===== src/rtl/dtimer_pkg.sv =====
package dtimer_pkg;
  localparam int ADDR_W = 3;

  typedef enum logic [ADDR_W-1:0] {
    A_MODE    = 3'd0,
    A_START   = 3'd1,
    A_RUN     = 3'd2,
    A_RESTART = 3'd3,
    A_COUNT   = 3'd4,
    A_STATUS  = 3'd5,
    A_MASK    = 3'd6
  } dtimer_addr_e;

  typedef enum logic {
    MODE_CONT   = 1'b0,
    MODE_SINGLE = 1'b1
  } dtimer_mode_e;
endpackage


===== src/rtl/dtimer_count.sv =====
module dtimer_count #(
  parameter int CNT_W = 32
) (
  input  logic             clk,
  input  logic             rst,
  input  logic             tick,
  input  logic             run,
  input  logic             single,
  input  logic             force_load,
  input  logic [CNT_W-1:0] start_val,
  output logic [CNT_W-1:0] count,
  output logic             halted,
  output logic             hit
);
  localparam logic [CNT_W-1:0] ONE = CNT_W'(1);

  logic active;

  always_comb begin
    active = run && !halted && tick && !force_load;
    hit    = active && (count == ONE);
  end

  always_ff @(posedge clk) begin
    if (rst) begin
      count  <= '1;
      halted <= 1'b0;
    end else if (force_load) begin
      count  <= start_val;
      halted <= 1'b0;
    end else if (active) begin
      if (count == '0) count <= start_val;
      else             count <= count - ONE;
      if (hit && single) halted <= 1'b1;
    end
  end
endmodule


===== src/rtl/dtimer_flag.sv =====
module dtimer_flag #(
  parameter int CLR_CYCLES = 3
) (
  input  logic clk,
  input  logic rst,
  input  logic hit,
  input  logic clr_req,
  input  logic mask,
  output logic pending,
  output logic busy,
  output logic irq
);
  localparam int CCW = $clog2(CLR_CYCLES + 1);

  logic [CCW-1:0] left;
  logic           late;

  always_ff @(posedge clk) begin
    if (rst) begin
      pending <= 1'b0;
      busy    <= 1'b0;
      late    <= 1'b0;
      left    <= '0;
      irq     <= 1'b0;
    end else begin
      irq <= pending && !mask;
      if (busy) begin
        if (left == '0) begin
          busy    <= 1'b0;
          pending <= late || hit;
          late    <= 1'b0;
        end else begin
          left <= left - CCW'(1);
          if (hit) late <= 1'b1;
        end
      end else begin
        if (hit) pending <= 1'b1;
        if (clr_req) begin
          busy <= 1'b1;
          left <= CCW'(CLR_CYCLES - 1);
          late <= 1'b0;
        end
      end
    end
  end
endmodule


===== src/rtl/dtimer_channel.sv =====
module dtimer_channel
  import dtimer_pkg::*;
#(
  parameter int CNT_W      = 32,
  parameter int CLR_CYCLES = 3
) (
  input  logic              clk,
  input  logic              rst,
  input  logic              tick,
  input  logic              bus_wr,
  input  logic              bus_rd,
  input  logic [ADDR_W-1:0] bus_addr,
  input  logic [CNT_W-1:0]  bus_wdata,
  output logic [CNT_W-1:0]  bus_rdata,
  output logic              irq
);
  dtimer_mode_e     mode_q;
  logic [CNT_W-1:0] start_q;
  logic             run_q;
  logic             mask_q;
  logic [CNT_W-1:0] count;
  logic             halted;
  logic             hit;
  logic             pending;
  logic             clr_busy;
  logic             force_load;
  logic             clr_req;
  logic [CNT_W-1:0] rd_mux;

  always_comb begin
    force_load = bus_wr && ((bus_addr == A_RESTART) ||
                 ((bus_addr == A_RUN) && bus_wdata[0] && !run_q));
    clr_req    = bus_wr && (bus_addr == A_STATUS) && bus_wdata[0];
  end

  always_ff @(posedge clk) begin
    if (rst) begin
      mode_q  <= MODE_CONT;
      start_q <= '1;
      run_q   <= 1'b0;
      mask_q  <= 1'b1;
    end else if (bus_wr) begin
      case (bus_addr)
        A_MODE:  mode_q  <= dtimer_mode_e'(bus_wdata[0]);
        A_START: start_q <= bus_wdata;
        A_RUN:   run_q   <= bus_wdata[0];
        A_MASK:  mask_q  <= bus_wdata[0];
        default: ;
      endcase
    end
  end

  dtimer_count #(.CNT_W(CNT_W)) u_count (
    .clk        (clk),
    .rst        (rst),
    .tick       (tick),
    .run        (run_q),
    .single     (mode_q == MODE_SINGLE),
    .force_load (force_load),
    .start_val  (start_q),
    .count      (count),
    .halted     (halted),
    .hit        (hit)
  );

  dtimer_flag #(.CLR_CYCLES(CLR_CYCLES)) u_flag (
    .clk     (clk),
    .rst     (rst),
    .hit     (hit),
    .clr_req (clr_req),
    .mask    (mask_q),
    .pending (pending),
    .busy    (clr_busy),
    .irq     (irq)
  );

  always_comb begin
    rd_mux = '0;
    case (bus_addr)
      A_MODE:   rd_mux[0] = mode_q;
      A_START:  rd_mux    = start_q;
      A_RUN:    rd_mux[0] = run_q;
      A_COUNT:  rd_mux    = count;
      A_STATUS: rd_mux[1:0] = {clr_busy, pending};
      A_MASK:   rd_mux[0] = mask_q;
      default:  ;
    endcase
  end

  always_ff @(posedge clk) begin
    if (rst)         bus_rdata <= '0;
    else if (bus_rd) bus_rdata <= rd_mux;
  end
endmodule


===== config.mk =====
export PLATFORM = sky130hd
export DESIGN_NAME = dtimer_channel
export DESIGN_NICKNAME = d
export VERILOG_FILES = /design/src/rtl/dtimer_pkg.sv /design/src/rtl/dtimer_count.sv /design/src/rtl/dtimer_flag.sv /design/src/rtl/dtimer_channel.sv
export SDC_FILE = /design/constraint.sdc
export NUM_CORES = 1
export LEC_CHECK = 0
export BUFFER_PORTS_ARGS = -buffer_cell sky130_fd_sc_hd__buf_2
export CAP_MARGIN = 30
export CORE_ASPECT_RATIO = 0.6
export CORE_MARGIN = 5
export CORE_UTILIZATION = 30
export DETAILED_ROUTE_END_ITERATION = 8
export PLACE_DENSITY = 0.47
export SYNTH_ARGS = -nofsm -noshare
export SYNTH_HDL_FRONTEND = slang
export SYNTH_SLANG_ARGS = --single-unit

===== constraint.sdc =====
create_clock -name clk -period 4.2 [get_ports clk]
set_input_delay 0.84 -clock clk [delete_from_list [all_inputs] [get_ports clk]]
set_output_delay 0.84 -clock clk [all_outputs]
set_load 0.01 [all_outputs]

# After elaboration in Yosys (flattened, before gate mapping)
# Cells that the tools add are included.
# word_totals
input_bits,40
word_cells,74
out_inout_bits,33
register_bits,106
# classes
mux,18
n_eq_ne,10
n_addsub,2
reduce_logical,32
# op_table
op,n
2-to-1 mux 32 bit,3
case mux 30 bit (2 select lines),1
== test 32 x 1 -> 1 bit (second input constant),1
logical NOT 32 bit,1
subtractor 32 x 1 -> 32 bit (second input constant),1
AND reduction 2 bit,8
logical AND 1 bit,11
== test 3 bit (second input constant),3
2-to-1 mux 1 bit,9
== test 3 x 2 -> 1 bit (second input constant),2
2-to-1 mux 2 bit,3
case mux 1 bit (6 select lines),1
nonzero test 2 bit,3
logical NOT 1 bit,4
inequality test 2 bit (second input constant),2
== test 3 x 1 -> 1 bit (second input constant),1
logical NOT 3 bit,1
inequality test 3 bit (second input constant),1
case mux 1 bit (3 select lines),1
logical NOT 2 bit,1
logical OR 1 bit,2
OR reduction 2 bit,1
subtractor 2 x 1 -> 2 bit (second input constant),1

# Depth between registers and ports, before layout
# Gate-level depths: netlist of the first run.
# logic_depth
word_depth,11
ltp_mapped,9
depth_no_buf,7

# Modules after synthesis
# A second synthesis of the first run with hierarchy kept.
# unflattened
hier_cells,585
hier_area_um2,5298.8
# by_module_without_submodules
mod,seq_area_each_um2,cells_each,n_inst,area_per_inst_um2
dtimer_channel,1341.3,284,1,2816.5
dtimer_count,660.6,273,1,2172.1
dtimer_flag,120.1,28,1,310.3

# Least setup slack after synthesis of the first run
# Ideal clock, no wire load.
# synth_timing
path_type,input-to-reg
startpoint,input bus_addr[0]
endpoint,register u_count.count[7]
arrival_ns,2.261
setup_ns,0.136
path_buffers,4
stages,8
path_slack_ns,1.803
path_cell_list,buf_2 -> o21ai_1 -> clkbuf_1 -> nand2_1 -> clkbuf_1 -> buf_1 -> a31oi_1 -> nand3_1
# synth_between
elab_chain_cells,8
# synth_lines
element,line_no,source
"start, declared",dtimer_channel.sv:12,"input logic [ADDR_W-1:0] bus_addr,"
== test 3 x 2 -> 1 bit,dtimer_channel.sv:32,((bus_addr == A_RUN) && bus_wdata[0] && !run_q));
logical AND 1 bit (2 in a row),dtimer_channel.sv:32,
logical OR 1 bit *,dtimer_channel.sv:31,force_load = bus_wr && ((bus_addr == A_RESTART) ||
logical AND 1 bit *,dtimer_channel.sv:31,
logical NOT 1 bit,dtimer_count.sv:20,active = run && !halted && tick && !force_load;
logical AND 1 bit,dtimer_count.sv:20,
nonzero test 2 bit (no line),n/a,
"end signal, assigned",dtimer_count.sv:29,count <= start_val;
"end signal, assigned",dtimer_count.sv:32,if (count == '0) count <= start_val;
"end signal, assigned",dtimer_count.sv:33,else count <= count - ONE;
"end, declared",dtimer_count.sv:11,"output logic [CNT_W-1:0] count,"
# Every way passes the cells marked *; elsewhere a longest branch is shown, timed or not.
# A chain may end at the register's enable or synchronous reset.

# Worst setup path after layout of the first run
# layout_timing
startpoint,register u_count.count[6]
endpoint,register u_count.count[11]
# layout_between
elab_chain_cells,4
# layout_lines
element,line_no,source
subtractor 32 x 1 -> 32 bit or logical NOT 32 bit (tied branches),"dtimer_count.sv:33, dtimer_count.sv:32",
2-to-1 mux 32 bit *,dtimer_count.sv:32,
2-to-1 mux 32 bit *,dtimer_count.sv:31,end else if (active) begin
2-to-1 mux 32 bit *,dtimer_count.sv:28,end else if (force_load) begin
# Every way passes the cells marked *; elsewhere a longest branch is shown, timed or not. The select of a mux whose other input is x is not followed.

==> summary.txt, run 1 <==
Run status
  • Status: complete, no violations

Clock tree
  • Post-CTS sizing: 0
  • Max clock buf depth: 2
  • CTS tree: built
  • Post-CTS Setup Repair Bufs: 0
  • Root buffer cell: clkbuf_16
  • CTS clk-pin slew, worst paths: 0.08 ns
  • Total CTS buffers: 9
  • Clk_lat worst skew: 0.36 ns
  • H-tree Lvls: 3
  • Hold buffers post-CTS: 0
  • Clock sink count: 106

Floorplanning
  • Initial Util: 30.7%
  • Die span in x: about 180 um
  • I/O Pins: 73
  • Die ar.: 20500 um^2
  • Row count: 37
  • Core ar.: 17200 um^2
  • Die H: between 100 and 150 um

Timing
  • Hold WS: 0.465 ns
  • Worst slew pin tran: 1.04 ns
  • Fin crit share: 80.7%
  • Final TNS setup: 0 ns
  • Final setup viols: 0
  • Final hold viol count: 0
  • Slew margin rel.: 30.1%
  • RSZ-0062 raised after global routing: no
  • Final period demand of the worst path: 3.39 ns
  • Final Max Tran Viols: 0
  • Fmax: 0.295 GHz
  • Clock skew: 0.0168 ns

Yosys
  • Post-synth cell types: between 70 and 80
  • Leading area contributor after synthesis: dfxtp_1
  • Synth top area share: 40.1%
  • YS warnings: 0
  • Async SR Flop Fraction: 0%
  • Sequential fraction of the synthesis area: between 40% and 50%
  • Main synth FF type: dfxtp_1
  • Mapped cell area: 5290 um^2
  • Net Count, Synth: 692
  • Mean Syn Cell Area: 8.15 um^2
  • FF+latch count, synth: approximately 110
  • Top post-synthesis cells by area: dfxtp_1, nand2_1, nand3_1
  • Number of synthesized flops with an enable pin: 0
  • Mapped Cells: 649

Layout
  • Multi-input logic area: between 2000 and 3000 um^2
  • Nets: between 700 and 800
  • Fillers: 1839
  • Layout cells sized above 1: between 10% and 20%
  • N_diodes: 0
  • Post-route cell area: 6160 um^2
  • Final Non-Filler Cells: 938
  • Register area: 2120 um^2
  • P&R area growth vs syn: 16.4%

Setup path
  • Slowest-stage cell, CP: o31ai_2
  • Reg2Reg Setup Slack: a little over 0.8 ns
  • Max stage delay on crit path: 1.01 ns
  • Setup Crit Path Kind: reg -> reg
  • CP required: 4.44 ns
  • Crit Path Max Fanout: 17
  • Reg2reg path depth: 6
  • CP Cell Sequence: nor4_2 -> nand4_2 -> o31ai_2 -> buf_4 -> nand2_1 -> o32a_1
  • Reg-to-Reg Start: u_count.count[6]
  • Critical path depth: 6
  • Startpoint Class: flop
  • FF-to-FF End: u_count.count[11]
  • Crit end category: flop
  • CP delay by family, top: compound AO/OA/AOI/OAI gates
  • Crit path DAT: 3.63 ns
  • CP bufs+invs: 1

Place
  • Placed Cells: 922
  • Port bufs: 72
  • Detail Placement HPWL: between 10 and 15 mm
  • GPL Wtd Cong: slightly above 0.9
  • Dpl cell area: 5870 um^2

Global route
  • GR Util All Layers: between 10% and 20%
  • Largest net degree at the start of global routing: 37
  • Antenna violations before repair: 0
  • GRT Residual Overflow: 0
  • Global-route wire length before repair: 28.7 mm
  • Vias in the first global route: 5041

Worst hold path
  • Worst hold stages: 1
  • Hold Crit Start: mask_q
  • Worst Hold Path EP: u_flag.irq
  • HP Class: reg -> reg

Drt
  • Drt first pass iters: 5
  • Residual DRC: 0
  • Total number of vias: between 5k and 6k
  • Wire per inst: 19.3 um
  • ANT nets after route: 0
  • Vias per inst: 5.52
  • Drt total wl: approximately 18 mm
  • DRT iter0 DRCs: 532

Job
  • Max_cap viols: 0

Power
  • Worst VDD drop: ~0.17 mV
  • Leak: 2.37 nW
  • Total Power: 0.00213 W
  • P per Cell Area: 346 nW/um^2
worst max path at each step:
stage	startpoint	to
finish	u_count.count[6]	u_count.count[11]
global route	u_count.count[6]	u_count.count[11]
floorplan	bus_addr[0]	u_count.count[7]
CTS	u_count.count[6]	u_count.count[19]
detailed placement	u_count.count[6]	u_count.count[19]
global placement	u_count.count[6]	u_count.count[3]
report_power, final:
group / internal [W] / switching [W]
clock network: 0.000426 / 0.000412
logic: 0.0000871 / 0.000133
registers: 0.00104 / 0.0000322
cell usage after synthesis, drive strengths merged, types with 11 or more instances:
cell,n
a211oi,32
mux2i,13
a21oi,15
nand3,50
nor2,60
inv,12
nand4,11
o21ai,16
nor4,20
nor3,20
buf,12
dfxtp,106
clkbuf,43
a22oi,30
nand2,94
logic make-up (layout without fill, tap and decap cells):
family                     after synthesis  in the layout  share of synthesized area (%)
and+or+nand+nor                        303            303                           28.8
AOI/OAI and AO/OA                      151            151                           21.2
muxes                                   14             14                           2.67
adders and majority gates                3              3                          0.709
DFF                                    106            106                           40.1
buffers and inverters                   67            122                           5.67
xor gates and xnor gates                 5              5                          0.828
per-layer routing:
layer	GRT usage, %	part of all wire [%]	vias up	wire length, um
li1	-	-	2509	-
met1	27.9	53	2458	9520
met2	23.3	39	185	7010
met3	4.59	7.7	22	1400
met4	3.30	0.95	0	172
met5	0	0	-	0
worst reg2reg max path: stages (launching register included):
cell     delay [ns]
dfxtp_1        0.38
nor4_2         0.55
nand4_2        0.52
o31ai_2        1.01
buf_4          0.38
nand2_1        0.13
o32a_1         0.30
registers in the layout, summed over array words and instances, names as in the netlist:
signal,count
mode_q,1
bus_rdata,32
u_flag.late,1
u_count.count,32
mask_q,1
u_flag.busy,1
u_flag.irq,1
run_q,1
u_flag.pending,1
u_flag.left,2
start_q,32
u_count.halted,1
through the flow:
stage | setup WS, ns | utilization, %
after global placement | 1.04 | 34.0
after global routing | 0.661 | 35.8
final | 0.809 | 35.8
after detailed placement | 0.876 | 34.1
after floorplan | 1.80 | -
after CTS | 0.863 | 35.8
area by class of cell:
cell class	instances	share of cell area, %
clock buffer	10	3.88
inverter	12	0.731
multi-input combinational	476	46.7
sequential	106	34.5
clock inverter	6	0.792
tap	234	4.75
timing repair buffer	94	8.73
cells in the final DEF, fill, tap and decap left out, drive strengths merged, types with 4 or more instances in the layout:
master	count
dfxtp	106
clkinv	4
a211o	4
or3	5
a31oi	6
buf	94
or4	8
a211oi	32
a22oi	30
o21ai	16
nand2b	8
o211ai	7
nor2	60
mux2i	13
nand4	11
inv	14
o32ai	6
nor4	20
a21oi	15
nand2	94
nand3	50
nor3	20
clkbuf	10
nor2b	5
a31o	6
xnor2	4
o31ai	5
No activity file was read; power rests on OpenSTA's default activity.
==> run 2: changes to the inputs <==
--- a/config.mk
+++ b/config.mk
@@ -5,13 +5,14 @@
 export SDC_FILE = /design/constraint.sdc
 export NUM_CORES = 1
 export LEC_CHECK = 0
+export ABC_AREA = 1
 export BUFFER_PORTS_ARGS = -buffer_cell sky130_fd_sc_hd__buf_2
 export CAP_MARGIN = 30
 export CORE_ASPECT_RATIO = 0.6
 export CORE_MARGIN = 5
 export CORE_UTILIZATION = 30
 export DETAILED_ROUTE_END_ITERATION = 8
-export PLACE_DENSITY = 0.47
+export PLACE_DENSITY = 0.49
 export SYNTH_ARGS = -nofsm -noshare
 export SYNTH_HDL_FRONTEND = slang
 export SYNTH_SLANG_ARGS = --single-unit
==> constraint.sdc (replaced) <==
create_clock -name clk -period 2.97 [get_ports clk]
set_input_delay 0.594 -clock clk [delete_from_list [all_inputs] [get_ports clk]]
set_output_delay 0.594 -clock clk [all_outputs]
set_load 0.01 [all_outputs]
==> summary.txt, run 2 <==
Timing
  • Clock skew: 0.00752 ns (-0.00928 ns)
  • Final TNS setup: 0 ns (unchanged)
  • Final setup viols: 0 (unchanged)
  • Fmax: 0.430 GHz (+46%)
  • Final period demand of the worst path: 2.33 ns (-1.07 ns)
  • Final hold viol count: 0 (unchanged)
  • Worst slew pin tran: 0.709 ns (-0.333 ns)
  • Final Max Tran Viols: 0 (unchanged)
  • RSZ-0062 raised after global routing: no
  • Slew margin rel.: 52.7% (+23 points)
  • Fin crit share: 78.3% (-2.5 points)

Global route
  • GRT Residual Overflow: 0 (unchanged)
  • Vias in the first global route: 5138 (+1.9%)
  • GR Util All Layers: 15.8% (-1.7 points)
  • Largest net degree at the start of global routing: 101 (+170%)
  • Global-route wire length before repair: 28.2 mm (-1.8%)
  • Antenna violations before repair: 0 (unchanged)

Drt
  • ANT nets after route: 0 (unchanged)
  • Total number of vias: 5536 (+7.0%)
  • Residual DRC: 0 (unchanged)
  • Drt total wl: 17.2 mm (-5.1%)
  • Metal2 WL: 6.18 mm (-12%)
  • Met1 WL: 9.99 mm (+4.9%)
  • Vias per inst: 4.77 (-13%)
  • Drt first pass iters: 5 (unchanged)
  • Highest routed layer: met4
  • DRT iter0 DRCs: 392 (-26%)
  • Wire per inst: 14.8 um (-23%)
  • Met3 wire len: 915 um (-35%)

Power
  • Worst VDD drop: 0.260 mV (+53%)
  • Leak: 3.45 nW (+45%)
  • Comb power frac: 11.7% (+1.4 points)
  • Total Power: 0.00307 W (+44%)
  • Switching share of power: 27.8% (+0.70 points)
  • P_sw: 0.000854 W (+48%)
  • Flop pwr share: 50.0% (-0.4 points)
  • P per Cell Area: 468 nW/um^2 (+35%)
  • Int Pwr: 0.00222 W (+43%)
  • Clk pwr share: 38.2% (-1.1 points)

Layout
  • Commonest non-fill, non-tap cell in the layout: nand2_1
  • Most frequent cells in the layout: nand2_1, inv_1, dfxtp_1
  • Layout cells sized above 1: 12.8% (-5.9 points)
  • Post-route cell area: 6560 um^2 (+6.5%)
  • Top flop regs: bus_rdata x32, start_q x32, u_count.count x32
  • Fin util: 34.7% (-1.0 points)
  • P&R area growth vs syn: 14.8%
  • Nets: 952 (+28%)
  • Final Non-Filler Cells: 1160 (+24%)

Place
  • Placed Cells: 1144 (+24%)
  • Port bufs: 72 (unchanged)
  • GPL Wtd Cong: 0.890 (-2.4%)
  • Dpl cell area: 6280 um^2 (+7.0%)
  • Detail Placement HPWL: 12.3 mm (-7.0%)

Yosys
  • FF+latch count, synth: 106 (unchanged)
  • Leading area contributor after synthesis: dfxtp_1
  • Async SR Flop Fraction: 0% (unchanged)
  • YS warnings: 0 (unchanged)
  • Sequential fraction of the synthesis area: 37.1% (-3.0 points)
  • Top post-synthesis cells by area: dfxtp_1, nand2_1, inv_1
  • Post-synth cell types: 32 (-55%)
  • Mean Syn Cell Area: 6.65 um^2 (-18%)
  • Synth top area share: 37.1% (-3.0 points)
  • Main synth FF type: dfxtp_1
  • Mapped Cells: 859 (+32%)
  • Mapped cell area: 5710 um^2 (+8.0%)
  • Top-count cell post-synth: nand2_1
  • Number of synthesized flops with an enable pin: 0 (unchanged)
  • Net Count, Synth: 902 (+30%)
  • Top cell types by occurrence after synthesis: nand2_1, inv_1, dfxtp_1

Floorplanning
  • Core ar.: 18900 um^2 (+9.7%)
  • I/O Pins: 73 (unchanged)
  • Initial Util: 30.3% (-0.47 points)
  • Die ar.: 22000 um^2 (+7.4%)
  • Die H: 117 um (+3.6%)
  • Die span in x: 188 um (+3.7%)
  • Row count: 39 (+5.4%)

Clock tree
  • Hold buffers post-CTS: 0 (unchanged)
  • Max clock buf depth: 2 (unchanged)
  • CTS clk-pin slew, worst paths: 0.08 ns (about the same)
  • Post-CTS Setup Repair Bufs: 0 (unchanged)
  • Clk_lat worst skew: 0.35 ns (about the same)
  • CTS tree: built
  • Total CTS buffers: 9 (unchanged)
  • Clock sink count: 106 (unchanged)
  • Root buffer cell: clkbuf_16
  • H-tree Lvls: 3 (unchanged)
  • Post-CTS sizing: 0 (unchanged)

Setup path
  • Max stage delay on crit path: 0.40 ns (-0.61 ns)
  • Crit path top cell by count: nand2_4
  • Crit Path Max Fanout: 34 (+17)
  • Setup Crit Path Kind: reg -> reg
  • Slowest-stage cell, CP: nand2_4
  • CP required: 3.18 ns (-1.26 ns)
  • CP Cell Sequence: inv_1 -> ha_1 -> nand2_4 -> nor2_8 -> nand2_4 -> nor2_8 -> nand2_4 -> nand2_4 -> nand2_1 -> nand3_1 -> nand3_1
  • Startpoint Class: flop
  • Reg2reg path depth: 11 (+5)
  • Crit end category: flop
  • Crit path DAT: 2.54 ns (-1.09 ns)

Worst hold path
  • Worst hold stages: 1 (unchanged)
  • HP Class: reg -> reg

Run status
  • Status: complete, no violations

Job
  • Max_cap viols: 0 (unchanged)
## run 2: changes by cell type in the layout (fill, tap and decap cells not counted), sizes merged, moves of 27 or more
| cell | delta |
|---|---|
| inv | +131 |
| nand2 | +103 |
| o21ai | +52 |
| nor2 | +41 |
| nand3 | +33 |
| a211oi | -32 |
| a22oi | -30 |
| o221ai | +27 |
## run 2: kinds of logic (layout without fill, tap and decap cells)
group / count (synthesis) / after routing / share of synthesized area (%)
xor gates and xnor gates: 7 / 7 / 1.07
buffers and inverters: 186 / 240 / 13.0
and+or+nand+nor: 404 / 404 / 31.0
adders and majority gates: 3 / 3 / 0.657
AOI/OAI and AO/OA: 152 / 152 / 16.9
DFF: 106 / 106 / 37.1
muxes: 1 / 1 / 0.175
other: 0 / 1 / 0
## run 2: worst paths after layout
kind / start / to / slack, ns
worst max-delay path: u_count.count[0] / u_count.count[9] / 0.64
worst min-delay path: mask_q / u_flag.irq / 0.45
worst max register to register: u_count.count[0] / u_count.count[9] / 0.64
worst min register to register: mask_q / u_flag.irq / 0.45
## run 2: layer usage
metal	up-vias	track usage [%]
met5	-	0
met4	0	2.74
met3	11	2.96
met2	134	21.7
met1	2501	25.5
li1	2890	-
## run 2: per-stage QoR
stage	worst slack, ns	hold slack [ns]
after global routing	0.454	0.448
after floorplan	1.26	0.411
after CTS	0.639	0.444
final	0.645	0.451
after global placement	0.584	0.439
after detailed placement	0.502	0.442
## run 2: power by group through the flow
stage	Combinational (W)	Sequential [W]	Clock [W]
detailed placement	0.000362	0.00157	0
global placement	0.000359	0.00157	0
CTS	0.000363	0.00154	0.00121
floorplan	0.000225	0.00157	0
finish	0.000361	0.00154	0.00117
global route	0.000414	0.00155	0.00126
## run 2: area by class of cell
type                    instances  area, um^2
clock inverters                 4        33.8
inverters                     143         537
well taps                     246         308
repair buffers                 82         460
clock buffers                  11         243
multi-input cells             567        2860
flip-flops and latches        106        2120
diodes                          1        2.50
fillers                      2074       12300
## run 2: worst max-delay path: cells and delay by family (launching register included)
family / cells / cell delay [ns]
adder cells (fa/ha/maj): 1 / 0.28
buffers and inverters: 1 / 0.12
flip-flops: 1 / 0.34
AND/OR/NAND/NOR: 9 / 1.43
==> run 3: changes to the inputs <==
--- a/config.mk
+++ b/config.mk
@@ -5,14 +5,14 @@
 export SDC_FILE = /design/constraint.sdc
 export NUM_CORES = 1
 export LEC_CHECK = 0
-export ABC_AREA = 1
+export ABC_AREA = 0
 export BUFFER_PORTS_ARGS = -buffer_cell sky130_fd_sc_hd__buf_2
 export CAP_MARGIN = 30
 export CORE_ASPECT_RATIO = 0.6
 export CORE_MARGIN = 5
 export CORE_UTILIZATION = 30
 export DETAILED_ROUTE_END_ITERATION = 8
-export PLACE_DENSITY = 0.49
+export PLACE_DENSITY = 0.47
 export SYNTH_ARGS = -nofsm -noshare
 export SYNTH_HDL_FRONTEND = slang
 export SYNTH_SLANG_ARGS = --single-unit
==> constraint.sdc (replaced) <==
create_clock -name clk -period 2.27 [get_ports clk]
set_input_delay 0.454 -clock clk [delete_from_list [all_inputs] [get_ports clk]]
set_output_delay 0.454 -clock clk [all_outputs]
set_load 0.01 [all_outputs]
==> summary.txt, run 3 (synthesis results as in run 1) <==
Layout
  • N_diodes: 0 (-1)
  • Fin util: 38.7% (+4.0 points)
  • Nets: 794 (-17%)
  • P&R area growth vs syn: 26.0%
  • Register area: 2120 um^2 (unchanged)
  • Commonest non-fill, non-tap cell in the layout: dfxtp_1
  • Fillers: 1844 (-11%)
  • Most frequent cells in the layout: dfxtp_1, nand2_1, buf_2
  • Multi-input logic area: 2930 um^2 (+2.5%)
  • Layout cells sized above 1: 25.0% (+12 points)
  • Top flop regs: bus_rdata x32, start_q x32, u_count.count x32

Drt
  • Drt total wl: 18.8 mm (+9.3%)
  • DRT iter0 DRCs: 407 (+3.8%)
  • ANT nets after route: 0 (unchanged)
  • Vias per inst: 5.39 (+13%)
  • Wire per inst: 19.0 um (+28%)
  • Total number of vias: 5334 (-3.6%)
  • Drt first pass iters: 5 (unchanged)
  • Residual DRC: 0 (unchanged)

Power
  • Leak: 2.66 nW (-23%)
  • Worst VDD drop: 0.318 mV (+22%)
  • P per Cell Area: 598 nW/um^2 (+28%)
  • Total Power: 0.00399 W (+30%)

Setup path
  • CP Cell Sequence: nor4_4 -> nand4_2 -> o31a_1 -> buf_4 -> and2_1 -> o311ai_1
  • Crit path DAT: 2.46 ns (-0.08 ns)
  • Slowest-stage cell, CP: dfxtp_1
  • Crit Path Max Fanout: 13 (-62%)
  • Max stage delay on crit path: 0.41 ns (about the same)
  • Startpoint Class: flop
  • Setup Crit Path Kind: reg -> reg
  • Crit end category: flop
  • CP required: 2.53 ns (-0.65 ns)

Timing
  • Worst slew pin tran: 0.616 ns (-0.0930 ns)
  • Clock skew: 0.0119 ns (+0.00434 ns)
  • Final TNS setup: 0 ns (unchanged)
  • Fmax: 0.455 GHz (+5.7%)
  • Fin crit share: 96.9% (+19 points)
  • Final Max Tran Viols: 0 (unchanged)
  • Slew margin rel.: 58.8% (+6.0 points)
  • Final setup viols: 0 (unchanged)
  • Final hold viol count: 0 (unchanged)
  • Final period demand of the worst path: 2.20 ns (-0.125 ns)
  • Hold WS: 0.297 ns (-0.155 ns)
  • Final worst slack: 0.0699 ns (-0.575 ns)

Job
  • Max_cap viols: 0 (unchanged)

Clock tree
  • CTS tree: built
  • Clock sink count: 106 (unchanged)
  • Max clock buf depth: 2 (unchanged)
  • CTS clk-pin slew, worst paths: 0.08 ns (about the same)
  • Total CTS buffers: 9 (unchanged)
  • Post-CTS Setup Repair Bufs: 0 (unchanged)
  • Clk_lat worst skew: 0.36 ns (about the same)
  • H-tree Lvls: 3 (unchanged)
  • Root buffer cell: clkbuf_16

Place
  • GPL Wtd Cong: 0.898 (+0.92%)
  • Detail Placement HPWL: 14.0 mm (+14%)
  • Worst slack, placed: -0.0195 ns (-0.522 ns)
  • Port bufs: 72 (unchanged)

Global route
  • GRT Residual Overflow: 0 (unchanged)
  • Largest net degree at the start of global routing: 39 (-61%)
  • Antenna violations before repair: 0 (unchanged)
  • GR Util All Layers: 18.3% (+2.4 points)
  • Global-route wire length before repair: 29.8 mm (+5.6%)
  • Vias in the first global route: 5190 (+1.0%)

Floorplanning
  • I/O Pins: 73 (unchanged)
  • Die span in x: 181 um (-3.6%)
  • Core ar.: 17200 um^2 (-8.8%)
  • Die H: 113 um (-3.5%)
  • Die ar.: 20500 um^2 (-6.9%)
  • Row count: 37 (-5.1%)
  • Initial Util: 30.7% (+0.47 points)

Worst hold path
  • HP Class: in -> reg

Run status
  • Status: complete, no violations
[run 3: stage by stage]
| stage | instance area [um^2] | cells |
|---|---|---|
| 4_1_cts | 6620 | 990 |
| 2_1_floorplan | 5290 | 649 |
| 3_5_place_dp | 6320 | 974 |
| 6_report | 6670 | 990 |
| 3_3_place_gp | 6320 | 974 |
| 5_1_grt | 6670 | 990 |
[run 3: critical path, delay by kind of cell (launching register included)]
| family | cells | cell delay (ns) |
|---|---|---|
| buffers and inverters | 1 | 0.21 |
| and+or+nand+nor | 3 | 0.83 |
| DFF | 1 | 0.41 |
| AOI/OAI and AO/OA | 2 | 0.66 |
[run 3: repair_timing]
action                                  CTS  global route
hold buffers                              0             0
endpoints found under the setup margin    1            26
gates resized for setup                   1             8
[run 3: final cells by class]
cell class,instances,share of cell area (%)
multi-input cells,476,43.9
flip-flops and latches,106,31.8
repair buffers,146,14.9
well taps,234,4.39
clock buffers,10,3.58
clock inverters,6,0.751
inverters,12,0.676
[run 3: worst paths after layout]
path | end | startpoint | slack, ns | depth (start not counted)
setup / recovery | u_count.count[1] | u_count.count[27] | 0.07 | 6
hold / removal | start_q[2] | bus_wdata[2] | 0.30 | 3
setup reg to reg | u_count.count[1] | u_count.count[27] | 0.07 | 6
hold reg to reg | u_flag.irq | mask_q | 0.46 | 1
[run 3: routing by layer]
metal | track usage, % | wire (um)
met5 | 0 | 0
met2 | 25.2 | 7380
met4 | 4.00 | 227
met1 | 28.8 | 10100
met3 | 3.73 | 1110
[run 3: report_power, final]
| group | total (W) | internal, W | leakage, nW | switching [W] |
|---|---|---|---|---|
| clock network | 0.00155 | 0.000789 | 0.141 | 0.000759 |
| logic | 0.000449 | 0.000192 | 1.65 | 0.000257 |
| registers | 0.00199 | 0.00193 | 0.867 | 0.0000612 |
| total | 0.00399 | 0.00291 | 2.66 | 0.00108 |
